File: config.mk
export PLATFORM = sky130hd
export DESIGN_NAME = irq3_vic
export DESIGN_NICKNAME = d
export VERILOG_FILES = /design/src/rtl/irq3_pkg.sv /design/src/rtl/irq3_pend_bank.sv /design/src/rtl/irq3_arbiter.sv /design/src/rtl/irq3_svc_stack.sv /design/src/rtl/irq3_vic.sv
export SDC_FILE = /design/constraint.sdc
export NUM_CORES = 1
export LEC_CHECK = 0
export ABC_AREA = 0
export BUFFER_PORTS_ARGS = -buffer_cell sky130_fd_sc_hd__buf_4
export CORE_MARGIN = 10
export CORE_UTILIZATION = 44
export DETAILED_ROUTE_END_ITERATION = 10
export GPL_TIMING_DRIVEN = 0
export MAX_ROUTING_LAYER = met4
export PLACE_DENSITY = 0.8
export SLEW_MARGIN = 20
export SYNTH_ARGS = -nofsm -noshare
export SYNTH_HDL_FRONTEND = slang
export SYNTH_SLANG_ARGS = --single-unit
File: constraint.sdc
create_clock -name clk_i -period 2.7 [get_ports clk_i]
set_input_delay 0.54 -clock clk_i [delete_from_list [all_inputs] [get_ports clk_i]]
set_output_delay 0.54 -clock clk_i [all_outputs]
set_load 0.02 [all_outputs]
File: src/rtl/irq3_pkg.sv
package irq3_pkg;
  localparam int unsigned NUM_LVL = 3;

  typedef enum logic [1:0] {
    LVL_LO  = 2'd0,
    LVL_HI  = 2'd1,
    LVL_TOP = 2'd2
  } lvl_e;

  // elevated select maps the first num_top vectors to the top level
  function automatic lvl_e vec_level(int unsigned idx, int unsigned num_top, logic sel);
    if (!sel) return LVL_LO;
    return (idx < num_top) ? LVL_TOP : LVL_HI;
  endfunction
endpackage

File: src/rtl/irq3_pend_bank.sv
module irq3_pend_bank #(
  parameter int unsigned NUM_VEC = 10
) (
  input  logic               clk_i,
  input  logic               rst_ni,
  input  logic [NUM_VEC-1:0] set_i,
  input  logic [NUM_VEC-1:0] clr_i,
  input  logic [NUM_VEC-1:0] take_i,
  output logic [NUM_VEC-1:0] pend_o
);
  always_ff @(posedge clk_i or negedge rst_ni) begin
    if (!rst_ni) pend_o <= '0;
    else         pend_o <= ((pend_o & ~take_i) | set_i) & ~clr_i;
  end
endmodule

File: src/rtl/irq3_arbiter.sv
module irq3_arbiter
  import irq3_pkg::*;
#(
  parameter int unsigned NUM_VEC = 10,
  parameter int unsigned NUM_TOP = 2,
  localparam int unsigned IDX_W  = $clog2(NUM_VEC)
) (
  input  logic [NUM_VEC-1:0] pend_i,
  input  logic [NUM_VEC-1:0] sel_i,
  input  logic               gie_i,
  input  logic [NUM_LVL-1:0] svc_i,
  output logic               grant_o,
  output logic [IDX_W-1:0]   grant_idx_o,
  output logic [NUM_VEC-1:0] grant_mask_o,
  output lvl_e               grant_lvl_o
);
  lvl_e               vec_lvl [NUM_VEC];
  logic [NUM_LVL-1:0] lvl_open;
  logic [NUM_LVL-1:0] hit;
  logic [NUM_VEC-1:0] req_l [NUM_LVL];

  for (genvar v = 0; v < NUM_VEC; v++) begin : g_vec
    assign vec_lvl[v] = vec_level(v, NUM_TOP, sel_i[v]);
  end

  for (genvar l = 0; l < NUM_LVL; l++) begin : g_lvl
    // level l may preempt only if nothing at l or above is in service
    assign lvl_open[l] = ~|svc_i[NUM_LVL-1:l];
    for (genvar v = 0; v < NUM_VEC; v++) begin : g_req
      assign req_l[l][v] = pend_i[v] & gie_i & lvl_open[l] & (vec_lvl[v] == lvl_e'(l));
    end
    assign hit[l] = |req_l[l];
  end

  always_comb begin
    grant_o     = |hit;
    grant_lvl_o = LVL_LO;
    for (int l = 0; l < NUM_LVL; l++)
      if (hit[l]) grant_lvl_o = lvl_e'(l);
    grant_idx_o = '0;
    for (int v = NUM_VEC - 1; v >= 0; v--)
      if (req_l[grant_lvl_o][v]) grant_idx_o = IDX_W'(v);
    grant_mask_o = grant_o ? (NUM_VEC'(1) << grant_idx_o) : '0;
  end
endmodule

File: src/rtl/irq3_svc_stack.sv
module irq3_svc_stack
  import irq3_pkg::*;
(
  input  logic               clk_i,
  input  logic               rst_ni,
  input  logic               push_i,
  input  lvl_e               push_lvl_i,
  input  logic               pop_i,
  output logic [NUM_LVL-1:0] svc_o
);
  logic [NUM_LVL-1:0] top_mask, push_mask;

  always_comb begin
    top_mask = '0;
    for (int l = 0; l < NUM_LVL; l++)
      if (svc_o[l]) top_mask = NUM_LVL'(1) << l;
    push_mask = push_i ? (NUM_LVL'(1) << push_lvl_i) : '0;
  end

  always_ff @(posedge clk_i or negedge rst_ni) begin
    if (!rst_ni) svc_o <= '0;
    else         svc_o <= (svc_o & ~(pop_i ? top_mask : '0)) | push_mask;
  end
endmodule

File: src/rtl/irq3_vic.sv
module irq3_vic
  import irq3_pkg::*;
#(
  parameter int unsigned NUM_VEC  = 10,
  parameter int unsigned NUM_TOP  = 2,
  parameter int unsigned VEC_BASE = 3,
  parameter int unsigned VEC_STEP = 8,
  parameter int unsigned ADDR_W   = 8
) (
  input  logic               clk_i,
  input  logic               rst_ni,
  input  logic [NUM_VEC-1:0] irq_i,
  input  logic [NUM_VEC-1:0] clr_i,
  input  logic [NUM_VEC-1:0] lvl_sel_i,
  input  logic               gie_i,
  input  logic               reti_i,
  output logic               take_o,
  output logic [ADDR_W-1:0]  vec_addr_o
);
  localparam int unsigned IDX_W = $clog2(NUM_VEC);

  logic [NUM_VEC-1:0] pend_q;
  logic [NUM_LVL-1:0] svc_q;
  logic               grant;
  logic [IDX_W-1:0]   grant_idx;
  logic [NUM_VEC-1:0] grant_mask;
  lvl_e               grant_lvl;

  irq3_pend_bank #(.NUM_VEC(NUM_VEC)) i_pend (
    .clk_i, .rst_ni,
    .set_i  (irq_i),
    .clr_i  (clr_i),
    .take_i (grant_mask),
    .pend_o (pend_q)
  );

  irq3_arbiter #(.NUM_VEC(NUM_VEC), .NUM_TOP(NUM_TOP)) i_arb (
    .pend_i       (pend_q),
    .sel_i        (lvl_sel_i),
    .gie_i        (gie_i),
    .svc_i        (svc_q),
    .grant_o      (grant),
    .grant_idx_o  (grant_idx),
    .grant_mask_o (grant_mask),
    .grant_lvl_o  (grant_lvl)
  );

  irq3_svc_stack i_svc (
    .clk_i, .rst_ni,
    .push_i     (grant),
    .push_lvl_i (grant_lvl),
    .pop_i      (reti_i),
    .svc_o      (svc_q)
  );

  always_ff @(posedge clk_i or negedge rst_ni) begin
    if (!rst_ni) begin
      take_o     <= 1'b0;
      vec_addr_o <= '0;
    end else begin
      take_o <= grant;
      if (grant) vec_addr_o <= ADDR_W'(VEC_BASE + VEC_STEP * int'(grant_idx));
    end
  end
endmodule


==> summary.txt <==
Cells and area
  – Fraction of final layout cells with drive strength greater than 1: 0.405
  – Final instance area: 1720 µm²
  – N_diodes: 0
  – Area delta synth->final: 27.6%
  – Post-Layout Cell Count: roughly 220
  – Nets: 220
  – Final core utilization: 0.573

Drt
  – Via density: roughly 5.6
  – Top Metal Used: met4
  – Wire per inst: 16.7 µm
  – DR iter-0 viols: 55
  – Vias: 1223
  – WL met2: 1.83 mm
  – Met3 wire length: roughly 220 µm
  – Number of remaining DRC errors: 0
  – Antenna-violating nets left: 0
  – Drt first pass iters: 4
  – Met1 WL: approximately 1.6 mm
  – Final wirelength: 3.63 mm

Worst setup path
  – CP Data Arrival Time: between 2 and 2.5 ns
  – Worst path max stage delay: 0.46 ns
  – R2R Path End: vec_addr_o[3]
  – Reg2reg path depth: 7
  – Worst path bufs/invs: 0
  – CP Capture Type: flip-flop
  – Crit path kind: reg2reg
  – Crit-path slowest cell: dfrtp_1
  – Critical Path Start Type: flip-flop
  – Top delay family on crit path: compound AO/OA/AOI/OAI gates
  – Crit path to: vec_addr_o[3]
  – Worst path depth: 7
  – Crit-path cells: nor2b_2 > nand2b_1 > nor2_4 > o211ai_1 > a32oi_2 > a21oi_4 > a221o_1
  – Worst r2r src: i_svc.svc_o[2]
  – WP data required: 2.88 ns
  – R2R setup slack: between 0.4 and 0.5 ns
  – CP max FO: 10
  – Crit path from: i_svc.svc_o[2]

Power
  – Peak supply drop: ~290 µV
  – Leakage power: 0.800 nW
  – Clk network pwr share: 0.156
  – Comb pwr share: 0.413
  – Net Sw Frac: 0.386
  – Total net switching power: approximately 0.00036 W
  – Pwr dens: approximately 540 nW/µm²
  – Total chip power: approximately 0.00092 W
  – Internal power: around 0.00057 W
  – Register share of total power: 0.431

Timing
  – Final Max Tran Viols: 0
  – Crit path time final: roughly 2.3 ns
  – # setup viols final: 0
  – Layout Skew: between 0.015 and 0.02 ns
  – Hold Fails Final Rpt: 0
  – RSZ-0062 raised after global routing: no
  – Achievable Freq: 0.436 GHz
  – Setup TNS: 0 ns
  – Ratio of final minimum period to clock period: 0.849

Floorplan
  – I/O pin cnt: 43
  – Die Area: between 5000 and 6000 µm²
  – Starting Density: 0.449
  – Die W: roughly 75 µm
  – # rows: 20
  – Die height: around 75 µm
  – Placeable Area: approximately 3000 µm²

Clock tree
  – H-tree depth: 1
  – CTS tree: yes
  – CTS Hold Bufs: 0
  – Max Root-Sink Buffers: 2
  – Resized cells post-CTS: 0
  – Clock transition at the registers of the reported paths: around 0.11 ns
  – Clk_lat worst skew: ~0.3 ns
  – Clock Sinks: 19
  – CTS buffer count: 3
  – Clock Tree Root: clkbuf_4
  – Setup Buffers After CTS: 0

Min path
  – Hold Crit Class: in2async

Placement
  – Routability cong.: between 0.8 and 0.9
  – Cells after DPL: 214
  – Dpl hpwl: 2.98 mm
  – Placed Area: approximately 1700 µm²
  – I/O Buffers: 40

Yosys
  – Register area share after synthesis: 0.353
  – Post-synth EDFFs: 0
  – Mapped Cells: 140
  – Synthesis-stage register bit count: 19
  – Top FF cell, synth: dfrtp_1
  – Syn avg cell area: a little under 10 µm²
  – Post-synth ARST share: 1.00
  – Unique masters post-synth: 50
  – Cell Area, Synth: ~1300 µm²
  – Yosys warning count: 0

GRT
  – First-pass GRT wire length: around 5.8 mm
  – Vias in the first global route: 1234
  – Largest net degree at the start of global routing: 20
  – Gr ovfl total: 0
  – GRT Total Usage: 0.139
  – Initial antenna violation count: 0

Outcome
  – Outcome: complete, no violations

Run
  – # Max-Cap Violations: 0
## cell usage after synthesis (2+ instances only)
cell,count,share of area
a22o_2,2,0.015
o21ai_1,3,0.011
a21oi_1,2,0.0074
nor2_1,16,0.045
o211ai_1,2,0.011
a22oi_2,2,0.019
nand2_1,16,0.045
a211oi_1,3,0.017
a31oi_1,2,0.0093
dfrtp_1,19,0.35
nor3_2,4,0.030
nor2_4,2,0.017
o211a_1,3,0.022
inv_1,8,0.022
buf_4,3,0.017
o21ai_0,5,0.019
nor2b_1,6,0.028
a22oi_4,2,0.032
o22ai_1,3,0.014
nand2b_1,2,0.0093
a211oi_2,5,0.046
o31ai_1,2,0.011
## metal layers
layer | up-vias | global-route usage
met5 | - | -
met4 | 0 | 0.0371
met3 | 2 | 0.0339
met2 | 32 | 0.233
met1 | 580 | 0.163
li1 | 609 | -
## kinds of logic after synthesis
family / count (synthesis) / share of synthesized area
flops: 19 / 0.353
simple gates: 60 / 0.272
compound gates: 49 / 0.334
buf+inv: 11 / 0.0390
other cells: 1 / 0.00278
## per-stage QoR
step / setup slack [ns] / hold WS [ns]
6_report: 0.407 / 0.0867
3_5_place_dp: 0.253 / 0.429
2_1_floorplan: 0.681 / 0.244
3_3_place_gp: 0.306 / 0.425
5_1_grt: 0.273 / 0.0930
4_1_cts: 0.424 / 0.0829
## flip-flops by register name, summed over array words and instances, names as in the netlist
name,cells
i_pend.pend_o,10
i_svc.svc_o,3
take_o,1
vec_addr_o,5
## layout make-up
| type | count | area [µm²] |
|---|---|---|
| inverter | 8 | 30.0 |
| buffer | 3 | 22.5 |
| clock buffer | 4 | 26.3 |
| sequential | 19 | 475 |
| timing repair buffer | 40 | 300 |
| fill | 281 | 1280 |
| multi-input combinational | 111 | 825 |
| tap | 33 | 41.3 |
## worst min-delay path by stage
stage	start	endpoint	slack, ns
after global routing	rst_ni	i_svc.svc_o[0]	0.09
after floorplan	rst_ni	i_pend.pend_o[0]	0.24
after CTS	rst_ni	i_pend.pend_o[2]	0.08
final	rst_ni	i_svc.svc_o[0]	0.09
after global placement	rst_ni	vec_addr_o[3]	0.43
after detailed placement	rst_ni	vec_addr_o[3]	0.43
## placed cells by master (no fill, tap or decap), types with 3 or more instances in the layout
cell	synthesis	layout
nand2_1	16	16
a211oi_2	5	5
o211a_1	3	3
buf_4	3	43
a211oi_1	3	3
o21ai_0	5	5
inv_1	8	8
o21ai_1	3	3
o22ai_1	3	3
nor3_2	4	4
nor2_1	16	16
dfrtp_1	19	19
clkbuf_4	0	3
nor2b_1	6	6
## power groups by stage
| stage | sequential (W) | combinational, W | clock (W) |
|---|---|---|---|
| 6_report | 0.000397 | 0.000381 | 0.000143 |
| 5_1_grt | 0.000407 | 0.000415 | 0.000161 |
| 4_1_cts | 0.000397 | 0.000384 | 0.000152 |
| 3_5_place_dp | 0.000402 | 0.000382 | 0 |
| 3_3_place_gp | 0.000398 | 0.000375 | 0 |
| 2_1_floorplan | 0.000425 | 0.000201 | 0 |
No activity file was read; power rests on OpenSTA's default activity.
